<file path="config.mk">
export PLATFORM = sky130hd
export DESIGN_NAME = squash_iq
export DESIGN_NICKNAME = d
export VERILOG_FILES = /design/src/rtl/iq_pkg.sv /design/src/rtl/iq_ring.sv /design/src/rtl/iq_credit.sv /design/src/rtl/iq_stats.sv /design/src/rtl/squash_iq.sv
export SDC_FILE = /design/constraint.sdc
export NUM_CORES = 1
export LEC_CHECK = 0
export CAP_MARGIN = 20
export CORE_AREA = 2 2 157 159
export CTS_BUF_LIST = sky130_fd_sc_hd__clkbuf_16
export DETAILED_ROUTE_END_ITERATION = 12
export DIE_AREA = 0 0 159 161
export DONT_BUFFER_PORTS = 1
export GPL_TIMING_DRIVEN = 0
export PLACE_DENSITY = 0.77
export SYNTH_ARGS = -nofsm -noshare
export SYNTH_HDL_FRONTEND = slang
export SYNTH_SLANG_ARGS = --single-unit
</file>
<file path="constraint.sdc">
create_clock -name clk -period 18.6 [get_ports clk]
set_input_delay 1.86 -clock clk [delete_from_list [all_inputs] [get_ports clk]]
set_output_delay 1.86 -clock clk [all_outputs]
set_load 0.01 [all_outputs]
</file>
<file path="src/rtl/iq_pkg.sv">
package iq_pkg;

  // lanes taken this cycle: bounded by the offer, the lane count and free room
  function automatic int unsigned take_count(int unsigned offered, int unsigned lanes,
                                             int unsigned room, logic hold);
    int unsigned t;
    t = offered;
    if (lanes < t) t = lanes;
    if (room < t) t = room;
    return hold ? 0 : t;
  endfunction

  // add credits and clip at the physical register total
  function automatic int cap_add(int cur, int add, int cap);
    int s;
    s = cur + add;
    return (s > cap) ? cap : s;
  endfunction

endpackage

</file>
<file path="src/rtl/iq_ring.sv">
module iq_ring #(
  parameter int DEPTH = 8,
  parameter int ENQ_W = 2,
  parameter int SEQ_W = 8,
  parameter int DST_W = 2,
  parameter int NUM_W = 2,
  parameter int CNT_W = 4,
  parameter int CR_W  = 6
) (
  input  logic                   clk,
  input  logic                   rst_n,
  input  logic                   sq_vld,
  input  logic [SEQ_W-1:0]       sq_seq,
  input  logic [NUM_W-1:0]       enq_acc,
  input  logic [ENQ_W*SEQ_W-1:0] enq_seq,
  input  logic [ENQ_W*DST_W-1:0] enq_dst,
  input  logic                   deq_req,
  output logic [CNT_W-1:0]       occ_q,
  output logic                   deq_vld,
  output logic [SEQ_W-1:0]       deq_seq,
  output logic [DST_W-1:0]       deq_dst,
  output logic [CR_W-1:0]        sq_credit
);
  localparam int PTR_W = $clog2(DEPTH);

  logic [SEQ_W-1:0] seq_mem [DEPTH];
  logic [DST_W-1:0] dst_mem [DEPTH];
  logic [PTR_W-1:0] head_q, tail;
  logic [CNT_W-1:0] keep;
  logic             still;
  logic [PTR_W-1:0] idx;

  // walk from the youngest entry toward the head while entries are younger
  always_comb begin
    keep      = occ_q;
    sq_credit = '0;
    still     = 1'b1;
    idx       = '0;
    for (int k = DEPTH - 1; k >= 0; k--) begin
      idx = head_q + PTR_W'(k);
      if (sq_vld && still && (CNT_W'(k) < occ_q)) begin
        if (seq_mem[idx] > sq_seq) begin
          keep      = CNT_W'(k);
          sq_credit = sq_credit + CR_W'(dst_mem[idx]);
        end else begin
          still = 1'b0;
        end
      end
    end
  end

  assign deq_vld = deq_req && (keep != '0);
  assign deq_seq = seq_mem[head_q];
  assign deq_dst = dst_mem[head_q];
  assign tail    = head_q + keep[PTR_W-1:0];

  always_ff @(posedge clk) begin
    if (!rst_n) begin
      head_q <= '0;
      occ_q  <= '0;
    end else begin
      head_q <= head_q + PTR_W'(deq_vld);
      occ_q  <= keep - CNT_W'(deq_vld) + CNT_W'(enq_acc);
    end
  end

  generate
    for (genvar i = 0; i < ENQ_W; i++) begin : g_lane
      always_ff @(posedge clk) begin
        if (rst_n && (NUM_W'(i) < enq_acc)) begin
          seq_mem[tail + PTR_W'(i)] <= enq_seq[i*SEQ_W +: SEQ_W];
          dst_mem[tail + PTR_W'(i)] <= enq_dst[i*DST_W +: DST_W];
        end
      end
    end
  endgenerate


  occ_bound_chk: assert property (@(posedge clk) disable iff (!rst_n)
    occ_q <= CNT_W'(DEPTH));


  squash_shrink_chk: assert property (@(posedge clk) disable iff (!rst_n)
    sq_vld |=> occ_q <= $past(occ_q));


  empty_pop_chk: assert property (@(posedge clk) disable iff (!rst_n)
    (!sq_vld && occ_q == '0 && enq_acc == '0) |=> (occ_q == '0 && $stable(head_q)));

endmodule

</file>
<file path="src/rtl/iq_credit.sv">
module iq_credit #(
  parameter int PREGS  = 16,
  parameter int ENQ_W  = 2,
  parameter int DST_W  = 2,
  parameter int NUM_W  = 2,
  parameter int CR_W   = 6,
  parameter int RET_W  = 3,
  parameter int FREE_W = 9
) (
  input  logic                     clk,
  input  logic                     rst_n,
  input  logic [CR_W-1:0]          sq_credit,
  input  logic [RET_W-1:0]         ret_free,
  input  logic [NUM_W-1:0]         enq_acc,
  input  logic [ENQ_W*DST_W-1:0]   enq_dst,
  output logic signed [FREE_W-1:0] free_q,
  output logic                     blk
);
  localparam int SUM_W = DST_W + $clog2(ENQ_W + 1);

  logic [SUM_W-1:0] enq_sum;
  int               free_nx;

  always_comb begin
    enq_sum = '0;
    for (int i = 0; i < ENQ_W; i++)
      if (NUM_W'(i) < enq_acc) enq_sum = enq_sum + SUM_W'(enq_dst[i*DST_W +: DST_W]);
  end

  always_comb
    free_nx = iq_pkg::cap_add(int'(free_q), int'(sq_credit) + int'(ret_free), PREGS)
              - int'(enq_sum);

  assign blk = (free_q <= 0);

  always_ff @(posedge clk) begin
    if (!rst_n) free_q <= FREE_W'(PREGS);
    else        free_q <= FREE_W'(free_nx);
  end


  free_cap_chk: assert property (@(posedge clk) disable iff (!rst_n)
    free_q <= FREE_W'(PREGS));


  blk_hold_chk: assert property (@(posedge clk) disable iff (!rst_n)
    blk |=> free_q >= $past(free_q));

endmodule

</file>
<file path="src/rtl/iq_stats.sv">
module iq_stats #(
  parameter int DEPTH = 8,
  parameter int CNT_W = 4,
  parameter int ACC_W = 32
) (
  input  logic             clk,
  input  logic             rst_n,
  input  logic [CNT_W-1:0] occ_q,
  output logic [ACC_W-1:0] occ_sum,
  output logic [ACC_W-1:0] full_cycles
);
  logic at_full;
  assign at_full = (occ_q == CNT_W'(DEPTH));

  always_ff @(posedge clk) begin
    if (!rst_n) begin
      occ_sum     <= '0;
      full_cycles <= '0;
    end else begin
      occ_sum     <= occ_sum + ACC_W'(occ_q);
      full_cycles <= full_cycles + ACC_W'(at_full);
    end
  end


  occ_sum_chk: assert property (@(posedge clk) disable iff (!rst_n)
    1'b1 |=> occ_sum == $past(occ_sum) + ACC_W'($past(occ_q)));


  full_step_chk: assert property (@(posedge clk) disable iff (!rst_n)
    (occ_q == CNT_W'(DEPTH)) |=> full_cycles == $past(full_cycles) + 1'b1);

endmodule

</file>
<file path="src/rtl/squash_iq.sv">
module squash_iq #(
  parameter int DEPTH  = 8,
  parameter int ENQ_W  = 2,
  parameter int SEQ_W  = 8,
  parameter int DST_W  = 2,
  parameter int PREGS  = 16,
  parameter int RET_W  = 3,
  parameter int ACC_W  = 32,
  parameter int NUM_W  = $clog2(ENQ_W + 2),
  parameter int CNT_W  = $clog2(DEPTH + 1),
  parameter int FREE_W = $clog2(PREGS + 1) + DST_W + $clog2(ENQ_W + 1) + 1
) (
  input  logic                     clk,
  input  logic                     rst_n,
  input  logic [NUM_W-1:0]         enq_num,
  input  logic [ENQ_W*SEQ_W-1:0]   enq_seq,
  input  logic [ENQ_W*DST_W-1:0]   enq_dst,
  output logic [NUM_W-1:0]         enq_acc,
  input  logic                     deq_req,
  output logic                     deq_vld,
  output logic [SEQ_W-1:0]         deq_seq,
  output logic [DST_W-1:0]         deq_dst,
  input  logic                     sq_vld,
  input  logic [SEQ_W-1:0]         sq_seq,
  input  logic [RET_W-1:0]         ret_free,
  output logic                     rename_blk,
  output logic signed [FREE_W-1:0] free_cnt,
  output logic [CNT_W-1:0]         occ,
  output logic [ACC_W-1:0]         occ_sum,
  output logic [ACC_W-1:0]         full_cycles
);
  localparam int CR_W = DST_W + $clog2(DEPTH + 1);

  logic [CR_W-1:0] sq_credit;

  assign enq_acc = NUM_W'(iq_pkg::take_count(int'(enq_num), ENQ_W,
                                             DEPTH - int'(occ), sq_vld | rename_blk));

  iq_ring #(.DEPTH(DEPTH), .ENQ_W(ENQ_W), .SEQ_W(SEQ_W), .DST_W(DST_W),
            .NUM_W(NUM_W), .CNT_W(CNT_W), .CR_W(CR_W)) ring_i (
    .clk(clk), .rst_n(rst_n), .sq_vld(sq_vld), .sq_seq(sq_seq),
    .enq_acc(enq_acc), .enq_seq(enq_seq), .enq_dst(enq_dst),
    .deq_req(deq_req), .occ_q(occ), .deq_vld(deq_vld),
    .deq_seq(deq_seq), .deq_dst(deq_dst), .sq_credit(sq_credit));

  iq_credit #(.PREGS(PREGS), .ENQ_W(ENQ_W), .DST_W(DST_W), .NUM_W(NUM_W),
              .CR_W(CR_W), .RET_W(RET_W), .FREE_W(FREE_W)) credit_i (
    .clk(clk), .rst_n(rst_n), .sq_credit(sq_credit), .ret_free(ret_free),
    .enq_acc(enq_acc), .enq_dst(enq_dst), .free_q(free_cnt), .blk(rename_blk));

  iq_stats #(.DEPTH(DEPTH), .CNT_W(CNT_W), .ACC_W(ACC_W)) stats_i (
    .clk(clk), .rst_n(rst_n), .occ_q(occ), .occ_sum(occ_sum),
    .full_cycles(full_cycles));

endmodule

</file>
==> impl_results.md <==
- Synthesized area per cell: 10.4 sq um
- Post-route ant nets: 0
- Cell leakage power: 5.82 nW
- Cell Pwr Density: 171 nW/um^2
- Share of layout cells above drive strength 1: 22.1%
- Vias/cell: 6.48
- Hold buffer count at CTS: 0
- Longest Clk Path Bufs: 2
- Final RePlAce weighted congestion: 0.954
- Post-layout min period: 16.54 ns
- Total track usage: 29.5%
- Setup_tns: 0 ns
- RSZ-0062 raised after global routing: no
- Wire per inst: 21.9 um
- Synth top area share: 16.9%
- Most used cell, CP: fa_1
- Worst Setup SP: ring_i.head_q[1]
- RR Startpoint: ring_i.head_q[1]
- Max cap viols: 0
- Crit path to: credit_i.free_q[7]
- Combinational Power Share: 65.2%
- Sequential share of power: 21.1%
- Distinct cells, synth: 98
- Final setup viols: 0
- Reg clk slew, reported paths: 0.07 ns
- Commonest non-fill, non-tap cell in the layout: nand2_1
- CP peak stage delay: 0.56 ns
- RR Endpoint: credit_i.free_q[7]
- Fin cells: 1723
- Die area: 25600 sq um
- Total gr overflow: 0
- Reg2reg setup slack: 2.06 ns
- P_sw: 1.20 mW
- Num CTS Buffers: 17
- Clk_skew: 0.0118 ns
- Max Freq: 0.0605 GHz
- Detailed Route Iter0 Violations: 976
- Clock power share: 13.7%
- Synth Register Bits: 161
- Crit path kind: reg -> reg
- Final hold slack: 0.564 ns
- Reg2reg path depth: 54
- DR DRC count: 0
- Hold Fails Final Rpt: 0
- CTS tree: built
- Number of fill cells: 1893
- Int Pwr: 1.42 mW
- Initial core utilization: 59.2%
- Postcts setup bufs: 0
- Vias: 11163
- Post-synth EDFFs: 80
- Area leader, netlist: edfxtp_1
- Num rows: 57
- Outcome: complete, no violations
- Required time worst endpoint: 18.92 ns
- Period utilization: 88.9%
- Post-Layout Inst Area: 15300 sq um
- WP data arrival: 16.86 ns
- Pre-CTS setup slack: 2.20 ns
- Crit Path Max Fanout: 10
- Most frequent cells in the layout: 180 x nand2_1, 122 x mux2_2, 113 x ha_1
- Highest ir drop seen on vdd: 0.0789 mV
- Port buffer count: 0
- Worst hold path class: reg -> reg
- CP startpoint kind: register
- Clock sinks: 161
- YS warnings: 0
- Slew Viols, Final: 0
- Pre-antenna DRT Iters: 7
- Worst setup EP type: register
- Dpl hpwl: 29500 um
- First-pass GRT wire length: 59500 um
- Cells on Worst Hold Path: 2
- I/O pin count: 129
- Initial antenna violation count: 1
- Die width: 159 um
- Ys flop type: dfxtp_1
- Syn Inst Count: 1358
- Syn Nets: 1522
- Worst-Skew Late Latency: 0.42 ns
- Critical Path Slowest Stage Cell: clkbuf_1
- Largest net degree at the start of global routing: 17
- Post-CTS sizing: 0
- DP Area: 14700 sq um
- Die H: 161 um
- Root buf cell: clkbuf_16
- Syn-to-layout area delta: 7.77%
- Slew headroom: 30.8%
- Top post-synthesis cells by area: edfxtp_1 17%, mux4_2 13%, dfxtp_1 11%
- H-Tree Depth: 4
- Switching share of power: 45.8%
- Worst setup margin: 2.06 ns
- Number of global-route vias before repair: 11071
- Final WL: 37700 um
- Layout Nets: 1549
- Register area share after synthesis: 28.4%
- Post-Synthesis Cell Area: 14200 sq um
- Slew @ Worst Pin: 1.04 ns
- Share of synthesized registers carrying an async set or reset: 0%
- CORE AREA: 24000 sq um
- Inst Count DP: 1690
routing by layer:
layer | track usage, % | vias up | wire length [um]
li1 | - | 5099 | -
met1 | 38.5 | 5378 | 14900
met2 | 47.1 | 599 | 17500
met3 | 7.94 | 87 | 4100
met4 | 11.7 | 0 | 1170
met5 | 0 | - | 0
stage by stage:
stage | total power [mW] | util [%]
after detailed placement | 2.22 | 61.2
after global placement | 2.14 | 60.9
after CTS | 2.59 | 63.8
after global routing | 2.82 | 63.8
final | 2.61 | 63.8
after floorplan | 1.80 | -
worst max-delay path: cells and delay by family, from the launching register on:
kind            cells  cell delay, ns
flops               1            0.40
mux                10            2.99
compound gates     10            2.32
buf+inv             7            2.92
xor+xnor            2            0.47
simple gates       12            2.34
fa+ha+maj          13            4.97
cell type report:
type	count	area [sq um]	area share [%]
Buffer	51	224	1.47
Antenna cell	1	2.50	0.0164
Sequential cell	161	4020	26.3
Timing Repair Buffer	8	63.8	0.418
Multi-Input combinational cell	1096	9760	63.9
Inverter	50	188	1.23
Tap cell	324	405	2.65
Clock inverter	15	185	1.21
Clock buffer	17	425	2.78
flip-flops by register name, summed over array words and instances, names as in the netlist:
name / flops
ring_i.occ_q: 4
stats_i.full_cycles: 32
ring_i.head_q: 3
ring_i.dst_mem: 16
ring_i.seq_mem: 64
stats_i.occ_sum: 32
credit_i.free_q: 10
power groups by stage:
stage	sequential, mW	clock (mW)	combinational [mW]
4_1_cts	0.546	0.363	1.69
3_3_place_gp	0.548	0	1.59
5_1_grt	0.555	0.378	1.88
2_1_floorplan	0.514	0	1.29
6_report	0.551	0.359	1.70
3_5_place_dp	0.553	0	1.67
kinds of logic (layout without fill, tap and decap cells):
kind of cell / Yosys count / count (layout) / share of synthesized area (%)
multiplexers: 229 / 229 / 24.6
AND/OR/NAND/NOR: 465 / 465 / 17.1
adder cells (fa/ha/maj): 127 / 127 / 11.9
AO/OA/AOI/OAI: 189 / 189 / 9.51
buffers and inverters: 101 / 141 / 2.90
other: 0 / 1 / 0
XOR/XNOR: 86 / 86 / 5.52
flip-flops: 161 / 161 / 28.4
Yosys cell counts, types with 4 or more instances:
| cell | count |
|---|---|
| nand2b_1 | 12 |
| nor2_1 | 38 |
| nor3_1 | 15 |
| or2_1 | 4 |
| nand2_1 | 180 |
| mux2i_1 | 16 |
| o31ai_1 | 6 |
| inv_1 | 50 |
| clkbuf_1 | 33 |
| dfxtp_1 | 81 |
| ha_1 | 113 |
| o21ai_0 | 30 |
| o211ai_1 | 5 |
| nor3b_1 | 6 |
| xnor2_1 | 69 |
| and4_1 | 5 |
| buf_1 | 6 |
| and2_1 | 70 |
| fa_1 | 14 |
| a21boi_0 | 14 |
| o21bai_1 | 4 |
| xor2_1 | 14 |
| buf_2 | 9 |
| a21oi_1 | 56 |
| nor4_1 | 4 |
| a21o_2 | 4 |
| edfxtp_1 | 80 |
| nand4_1 | 20 |
| o21a_1 | 5 |
| and3_1 | 11 |
| nor2b_1 | 18 |
| a21o_1 | 18 |
| mux2_1 | 4 |
| nand3_1 | 41 |
| mux2_4 | 5 |
| or2_2 | 4 |
| mux2_2 | 122 |
| or3_1 | 12 |
| mux4_2 | 80 |
worst min path at each step:
stage / startpoint / endpoint / slack, ns
6_report: stats_i.occ_sum[13] / stats_i.occ_sum[13] / 0.56
4_1_cts: stats_i.occ_sum[13] / stats_i.occ_sum[13] / 0.56
2_1_floorplan: stats_i.full_cycles[31] / stats_i.full_cycles[31] / 0.51
3_5_place_dp: stats_i.full_cycles[31] / stats_i.full_cycles[31] / 0.55
5_1_grt: stats_i.occ_sum[15] / stats_i.occ_sum[15] / 0.62
3_3_place_gp: stats_i.full_cycles[31] / stats_i.full_cycles[31] / 0.54
Power figures use the tool's default switching activity.
